### src/rtl/pgs_pkg.sv
package pgs_pkg;
  typedef enum logic [2:0] {
    ST_ACTIVE    = 3'd0,
    ST_CLK_GATED = 3'd1,
    ST_ISOLATING = 3'd2,
    ST_SAVING    = 3'd3,
    ST_OFF       = 3'd4,
    ST_POWERING  = 3'd5,
    ST_RESTORING = 3'd6,
    ST_RELEASING = 3'd7
  } pgs_state_e;
endpackage

### src/rtl/pgs_cycle_timer.sv
// Counts cycles while run_i is high, clears otherwise; saturates at all ones.
module pgs_cycle_timer #(
  parameter int CW = 16
) (
  input  logic          clk,
  input  logic          rst_n,
  input  logic          run_i,
  input  logic [CW-1:0] limit_i,
  output logic          hit_o
);
  localparam logic [CW-1:0] CNT_MAX = '1;

  logic [CW-1:0] cnt_q, cnt_d;

  always_comb begin
    cnt_d = cnt_q;
    if (!run_i)               cnt_d = '0;
    else if (cnt_q != CNT_MAX) cnt_d = cnt_q + 1'b1;
  end

  always_ff @(posedge clk or negedge rst_n) begin
    if (!rst_n) cnt_q <= '0;
    else        cnt_q <= cnt_d;
  end

  assign hit_o = run_i && (cnt_q >= limit_i);
endmodule

### src/rtl/pgs_bank_stagger.sv
// Power-switch bank enables: all cleared at once, turned on one by one.
module pgs_bank_stagger #(
  parameter int NB = 4,
  parameter int CW = 16
) (
  input  logic          clk,
  input  logic          rst_n,
  input  logic          cut_i,
  input  logic          start_i,
  input  logic          run_i,
  input  logic [CW-1:0] gap_i,
  output logic [NB-1:0] bank_o,
  output logic          all_on_o
);
  logic [NB-1:0] bank_q, bank_d;
  logic [CW-1:0] gap_q, gap_d;
  logic          step_en;

  assign all_on_o = &bank_q;
  assign step_en  = run_i && !all_on_o;

  always_comb begin
    bank_d = bank_q;
    gap_d  = gap_q;
    if (cut_i) begin
      bank_d = '0;
      gap_d  = '0;
    end else if (start_i) begin
      bank_d = {{(NB-1){1'b0}}, 1'b1};
      gap_d  = '0;
    end else if (step_en) begin
      if (gap_q >= gap_i) begin
        bank_d = {bank_q[NB-2:0], 1'b1};
        gap_d  = '0;
      end else begin
        gap_d  = gap_q + 1'b1;
      end
    end
  end

  always_ff @(posedge clk or negedge rst_n) begin
    if (!rst_n) begin
      bank_q <= '1;
      gap_q  <= '0;
    end else begin
      bank_q <= bank_d;
      gap_q  <= gap_d;
    end
  end

  assign bank_o = bank_q;
endmodule

### src/rtl/pgs_iso_clamp.sv
// Forces every domain output bit to 0 while isolation is on.
module pgs_iso_clamp #(
  parameter int DW = 8
) (
  input  logic          iso_i,
  input  logic [DW-1:0] raw_i,
  output logic [DW-1:0] safe_o
);
  for (genvar b = 0; b < DW; b++) begin : g_bit
    assign safe_o[b] = raw_i[b] & ~iso_i;
  end
endmodule

### src/rtl/pgs_seq_fsm.sv
module pgs_seq_fsm
  import pgs_pkg::*;
(
  input  logic       clk,
  input  logic       rst_n,
  input  logic       idle_req_i,
  input  logic       wake_req_i,
  input  logic       pwr_good_i,
  input  logic       idle_hit_i,
  input  logic       all_on_i,
  input  logic       pg_late_i,
  output pgs_state_e state_o,
  output logic       idle_run_o,
  output logic       pg_run_o,
  output logic       cut_o,
  output logic       start_o,
  output logic       save_o,
  output logic       restore_o,
  output logic       clk_en_o,
  output logic       iso_en_o,
  output logic       err_o
);
  pgs_state_e st_q, st_d;
  logic       ph_q, ph_d;
  logic       pend_q, pend_d;
  logic       err_q, err_d;

  always_comb begin
    st_d      = st_q;
    ph_d      = 1'b0;
    cut_o     = 1'b0;
    start_o   = 1'b0;
    save_o    = 1'b0;
    restore_o = 1'b0;
    unique case (st_q)
      ST_ACTIVE:    if (idle_req_i && !wake_req_i) st_d = ST_CLK_GATED;
      ST_CLK_GATED: begin
        if (wake_req_i || !idle_req_i) st_d = ST_ACTIVE;
        else if (idle_hit_i)           st_d = ST_ISOLATING;
      end
      ST_ISOLATING: st_d = ST_SAVING;
      ST_SAVING: begin
        if (!ph_q) begin
          save_o = 1'b1;
          ph_d   = 1'b1;
        end else begin
          cut_o  = 1'b1;
          st_d   = ST_OFF;
        end
      end
      ST_OFF: begin
        if (wake_req_i || pend_q) begin
          start_o = 1'b1;
          st_d    = ST_POWERING;
        end
      end
      ST_POWERING:  if (all_on_i && pwr_good_i && !err_q) st_d = ST_RESTORING;
      ST_RESTORING: begin
        if (!ph_q) begin
          restore_o = 1'b1;
          ph_d      = 1'b1;
        end else begin
          st_d      = ST_RELEASING;
        end
      end
      ST_RELEASING: st_d = ST_ACTIVE;
      default:      st_d = ST_ACTIVE;
    endcase
  end

  always_comb begin
    pend_d = pend_q;
    if (start_o) pend_d = 1'b0;
    else if (wake_req_i && (st_q == ST_ISOLATING || st_q == ST_SAVING)) pend_d = 1'b1;
    err_d = err_q | pg_late_i;
  end

  always_ff @(posedge clk or negedge rst_n) begin
    if (!rst_n) begin
      st_q   <= ST_ACTIVE;
      ph_q   <= 1'b0;
      pend_q <= 1'b0;
      err_q  <= 1'b0;
    end else begin
      st_q   <= st_d;
      ph_q   <= ph_d;
      pend_q <= pend_d;
      err_q  <= err_d;
    end
  end

  assign state_o    = st_q;
  assign idle_run_o = (st_q == ST_CLK_GATED);
  assign pg_run_o   = (st_q == ST_POWERING) && all_on_i && !pwr_good_i;
  assign clk_en_o   = (st_q == ST_ACTIVE);
  assign iso_en_o   = (st_q == ST_ISOLATING) || (st_q == ST_SAVING) || (st_q == ST_OFF) ||
                      (st_q == ST_POWERING)  || (st_q == ST_RESTORING);
  assign err_o      = err_q;

  // a held wake never lets OFF be skipped
  a_r9_off_before_power: assert property (@(posedge clk) disable iff (!rst_n)
    (st_q == ST_POWERING && $past(st_q) != ST_POWERING) |-> $past(st_q) == ST_OFF);
endmodule

### src/rtl/pwr_gate_seq.sv
module pwr_gate_seq
  import pgs_pkg::*;
#(
  parameter int CW = 16,
  parameter int NB = 4,
  parameter int DW = 8
) (
  input  logic          clk,
  input  logic          rst_n,
  input  logic          idle_req_i,
  input  logic          wake_req_i,
  input  logic          pwr_good_i,
  input  logic [CW-1:0] idle_thresh_i,
  input  logic [CW-1:0] bank_gap_i,
  input  logic [CW-1:0] pgood_limit_i,
  input  logic [DW-1:0] dom_out_i,
  output logic [DW-1:0] dom_out_o,
  output logic          clk_en_o,
  output logic          iso_en_o,
  output logic          save_o,
  output logic          restore_o,
  output logic [NB-1:0] bank_en_o,
  output logic [2:0]    status_o,
  output logic          pgood_err_o
);
  pgs_state_e st;
  logic idle_run, idle_hit, pg_run, pg_late, all_on, cut, start;

  pgs_cycle_timer #(.CW(CW)) u_idle_tmr (
    .clk(clk), .rst_n(rst_n), .run_i(idle_run), .limit_i(idle_thresh_i), .hit_o(idle_hit)
  );

  pgs_cycle_timer #(.CW(CW)) u_pg_tmr (
    .clk(clk), .rst_n(rst_n), .run_i(pg_run), .limit_i(pgood_limit_i), .hit_o(pg_late)
  );

  pgs_bank_stagger #(.NB(NB), .CW(CW)) u_banks (
    .clk(clk), .rst_n(rst_n), .cut_i(cut), .start_i(start),
    .run_i(st == ST_POWERING), .gap_i(bank_gap_i), .bank_o(bank_en_o), .all_on_o(all_on)
  );

  pgs_seq_fsm u_fsm (
    .clk(clk), .rst_n(rst_n), .idle_req_i(idle_req_i), .wake_req_i(wake_req_i),
    .pwr_good_i(pwr_good_i), .idle_hit_i(idle_hit), .all_on_i(all_on), .pg_late_i(pg_late),
    .state_o(st), .idle_run_o(idle_run), .pg_run_o(pg_run), .cut_o(cut), .start_o(start),
    .save_o(save_o), .restore_o(restore_o), .clk_en_o(clk_en_o), .iso_en_o(iso_en_o),
    .err_o(pgood_err_o)
  );

  pgs_iso_clamp #(.DW(DW)) u_clamp (
    .iso_i(iso_en_o), .raw_i(dom_out_i), .safe_o(dom_out_o)
  );

  assign status_o = st;

  // banks may be off only behind isolation
  a_r4_cut_isolated: assert property (@(posedge clk) disable iff (!rst_n)
    (bank_en_o != '1) |-> iso_en_o);
  // no enabled bank drops while powering up
  a_r6_banks_rise: assert property (@(posedge clk) disable iff (!rst_n)
    (st == ST_POWERING && $past(st) == ST_POWERING) |->
      ((bank_en_o & $past(bank_en_o)) == $past(bank_en_o)));
  // restore only with every bank on
  a_r7_restore_full: assert property (@(posedge clk) disable iff (!rst_n)
    restore_o |-> (bank_en_o == '1));
  // error flag is sticky
  a_r8_err_sticky: assert property (@(posedge clk) disable iff (!rst_n)
    pgood_err_o |=> pgood_err_o);
  // strobes are exclusive and isolated
  a_r10_strobe_safe: assert property (@(posedge clk) disable iff (!rst_n)
    (save_o || restore_o) |-> (iso_en_o && !clk_en_o && !(save_o && restore_o)));
  // clock never runs while clamped
  a_r2_clk_vs_iso: assert property (@(posedge clk) disable iff (!rst_n)
    clk_en_o |-> !iso_en_o);
endmodule

### config.mk
export PLATFORM = sky130hd
export DESIGN_NAME = pwr_gate_seq
export DESIGN_NICKNAME = d
export VERILOG_FILES = /design/src/rtl/pgs_pkg.sv /design/src/rtl/pgs_cycle_timer.sv /design/src/rtl/pgs_bank_stagger.sv /design/src/rtl/pgs_iso_clamp.sv /design/src/rtl/pgs_seq_fsm.sv /design/src/rtl/pwr_gate_seq.sv
export SDC_FILE = /design/constraint.sdc
export NUM_CORES = 1
export LEC_CHECK = 0
export BUFFER_PORTS_ARGS = -buffer_cell sky130_fd_sc_hd__buf_2
export CAP_MARGIN = 20
export CORE_MARGIN = 4
export CORE_UTILIZATION = 60
export DETAILED_ROUTE_END_ITERATION = 10
export GPL_TIMING_DRIVEN = 0
export PLACE_DENSITY = 0.91
export SLEW_MARGIN = 20
export SYNTH_ARGS = -nofsm -noshare
export SYNTH_HDL_FRONTEND = slang
export SYNTH_SLANG_ARGS = --single-unit
### constraint.sdc
create_clock -name clk -period 6.32 [get_ports clk]
set_clock_uncertainty 0.05 [all_clocks]
set_input_delay 0.948 -clock clk [delete_from_list [all_inputs] [get_ports clk]]
set_output_delay 0.948 -clock clk [all_outputs]
set_load 0.02 [all_outputs]
==> results.toml <==
[run_status]
status = "completed"

[synth]
synth.yosys.seq_area_share = 0.333
yosys-top-cells-area = "dfrtp_1, ha_1, inv_1"
synth_top_flop_cell = "dfrtp_1"
synthTopCellsByCount = "inv_1, dfrtp_1, ha_1, nor2_1, nand2_1"
yosysTopAreaCell = "dfrtp_1"
synth_most_common_cell = "inv_1"
synth-seq-cells = 58
synth-edff-count = 0
syn_nets = 628
synth-warning-count = 0
synthesis.area_um2 = 4370
yosys.cell_types.count = 55
syn_avg_cell_area_um2 = 8.52
synth_top_area_frac = 0.309
syn_inst = 513
async_flop_share = 1.00

[clock_network]
clockBufferDepth = 2
cts_buffers = 9
post_cts_resized = 0
clock-sinks = 58
clkSlewWorstSetupHoldPaths_ns = 0.06
clockRootBuffer = "clkbuf_8"
cts_htree_levels = 3
postCtsHoldBufs = 0
clock_latency_ns = 0.33
postCtsSetupBuffers = 0
cts_tree = "built"

[sta]
period_needed_ns = 3.09
slew_violations = 0
rsz0062_at_grt = "false"
tns_ns = 0
fin_crit_sh = 0.489
tightest_slew_ns = 0.723
hold_viol_final = 0
finalSetupViolations = 0
relSlewSlack = 0.518
fmax_mhz = 324
worst_slack_ns = 3.23

[die]
chipWidth_um = 93.4
rows = 30
die_y_um = 93.4
dieArea_um2 = 8720
core_um2 = 6940
initial_utilization = 0.630
ios = 81

[routing]
via_per_inst = 5.81
drt-total-wl_mm = 10.1
drtPass1Iterations = 6
remaining_drc_errors = 0
wl_per_cell_um = 14.3
vias = 4090
ant_nets = 0
drt_iter0_drc = 283

[worst_setup_path]
critPathRequiredTime_ns = 5.32
cp_slowest_cell = "dfrtp_1"
cp_max_fo = 10
cp.arrival_ns = 2.09
cp_cell_sequence = "buf_2 -> inv_1 -> ha_1 -> o21a_1 -> and2_1 -> buf_2"
cp_common_cell = "buf_2"
crit_buf_inv = 3
critPathMaxStageDelay_ns = 0.46
cp-start-kind = "flop"
critPathTopFamily = "buffers and inverters"
end_kind = "output port"
crit_type = "flop to output port"

[global_routing]
grt_pass1_vias = 4031
grt_max_degree = 59
grt_overflow = 0
grt_pass1_wl_mm = 17.2
antenna_found_initial = 0
grtUsageTotal = 0.244

[finish]
final_net_count = 719
num_antenna_cells = 0
stdcell_area_um2 = 5100
area_delta_synth_final_pct = 16.6
drive_above_1_share = 0.188
finalNonFillerCells = 704

[run]
maxCapViolCount = 0

[pwr]
irDropWorstVdd_mv = 0.173
power_density_nw_per_um2 = 230
power_mw = 1.17
power.leakage_nw = 2.59

[place]
placed_cell_area_um2 = 4900
dp_slack_ns = 3.29
gp_congestion = 0.912
place.port_buffers = 80
hpwl_mm = 7.72
dp.cells = 689

[min_path]
hold_class = "flop to flop"
==> placed cells by master (no fill, tap or decap), types with 4 or more instances in the layout <==
| master | Yosys | layout |
|---|---|---|
| a21oi_1 | 29 | 29 |
| nor3_1 | 12 | 12 |
| nor2_1 | 44 | 44 |
| nor2b_1 | 5 | 5 |
| and4_1 | 4 | 4 |
| nand2b_1 | 7 | 7 |
| or3_1 | 9 | 9 |
| buf_2 | 3 | 82 |
| inv_1 | 59 | 59 |
| xor2_1 | 14 | 14 |
| nand2_1 | 41 | 41 |
| o21ai_0 | 21 | 21 |
| ha_1 | 54 | 54 |
| a31oi_1 | 6 | 6 |
| xnor2_1 | 14 | 14 |
| mux2i_1 | 8 | 8 |
| and2_1 | 9 | 9 |
| nand3_1 | 28 | 28 |
| nor3b_1 | 4 | 4 |
| clkbuf_1 | 7 | 8 |
| dfstp_2 | 4 | 4 |
| dfrtp_1 | 54 | 54 |
| and3_1 | 6 | 6 |
| nand4_1 | 17 | 17 |
| a211oi_1 | 4 | 4 |
| nor4_1 | 6 | 6 |
| clkbuf_8 | 0 | 12 |
==> layer usage <==
metal / vias up / global-route usage / share of wire
met3: 16 / 0.0410 / 0.055
met4: 0 / 0.0904 / 0.016
met2: 150 / 0.424 / 0.50
li1: 1990 / - / -
met1: 1934 / 0.301 / 0.43
met5: - / 0 / 0
==> stage by stage <==
step / util / hold WS, ns
after floorplan: - / 0.418
after global routing: 0.734 / 0.476
after detailed placement: 0.705 / 0.437
final: 0.734 / 0.442
after global placement: 0.705 / 0.424
after CTS: 0.734 / 0.444
==> cell families (layout without fill, tap and decap cells) <==
group	Yosys count	after routing	synth area share
AO/OA/AOI/OAI	88	88	0.125
AND/OR/NAND/NOR	204	204	0.244
XOR/XNOR	28	28	0.0561
buffers and inverters	72	167	0.0664
adder cells (fa/ha/maj)	54	54	0.155
flip-flops	58	58	0.333
multiplexers	9	9	0.0209
==> final timing paths <==
check	startpoint	end	slack, ns	cells after the start
worst max register to register	u_idle_tmr.cnt_q[0]	u_fsm.state_o[2]	3.88	8
max in group asynchronous	rst_n	u_idle_tmr.cnt_q[5]	5.12	1
worst min register to register	u_banks.bank_o[3]	u_banks.bank_o[3]	0.44	2
min in group asynchronous	rst_n	u_idle_tmr.cnt_q[9]	0.61	1
worst max-delay path	u_fsm.state_o[1]	dom_out_o[6]	3.23	6
worst min-delay path	u_banks.bank_o[3]	u_banks.bank_o[3]	0.44	2
==> flip-flops by register name, summed over array words and instances, names as in the netlist <==
| signal | flops |
|---|---|
| u_fsm.err_o | 1 |
| u_banks.gap_q | 16 |
| u_fsm.ph_q | 1 |
| u_fsm.state_o | 3 |
| u_fsm.pend_q | 1 |
| u_idle_tmr.cnt_q | 16 |
| u_banks.bank_o | 4 |
| u_pg_tmr.cnt_q | 16 |
==> power breakdown <==
group / total [mW] / internal, mW / leakage [nW] / switching [mW]
combinational: 0.385 / 0.145 / 1.72 / 0.239
clock: 0.352 / 0.212 / 0.106 / 0.141
sequential: 0.435 / 0.398 / 0.772 / 0.0369
==> worst register-to-register path, stage by stage (launching register included) <==
cell,delay (ns)
dfrtp_1,0.40
inv_1,0.10
ha_1,0.22
nand2b_1,0.15
a2111oi_0,0.47
o211ai_1,0.21
a211oi_1,0.24
nor2_1,0.13
a221o_1,0.35
==> layout make-up <==
type	count	area, um2
multi-input combinational	383	2630
fill	504	1840
sequential	58	1460
timing repair buffer	80	403
inverter	59	221
clock buffer	13	169
tap	96	120
buffer	13	68.8
clock inverter	2	35.0
No activity file was read; power rests on OpenSTA's default activity.
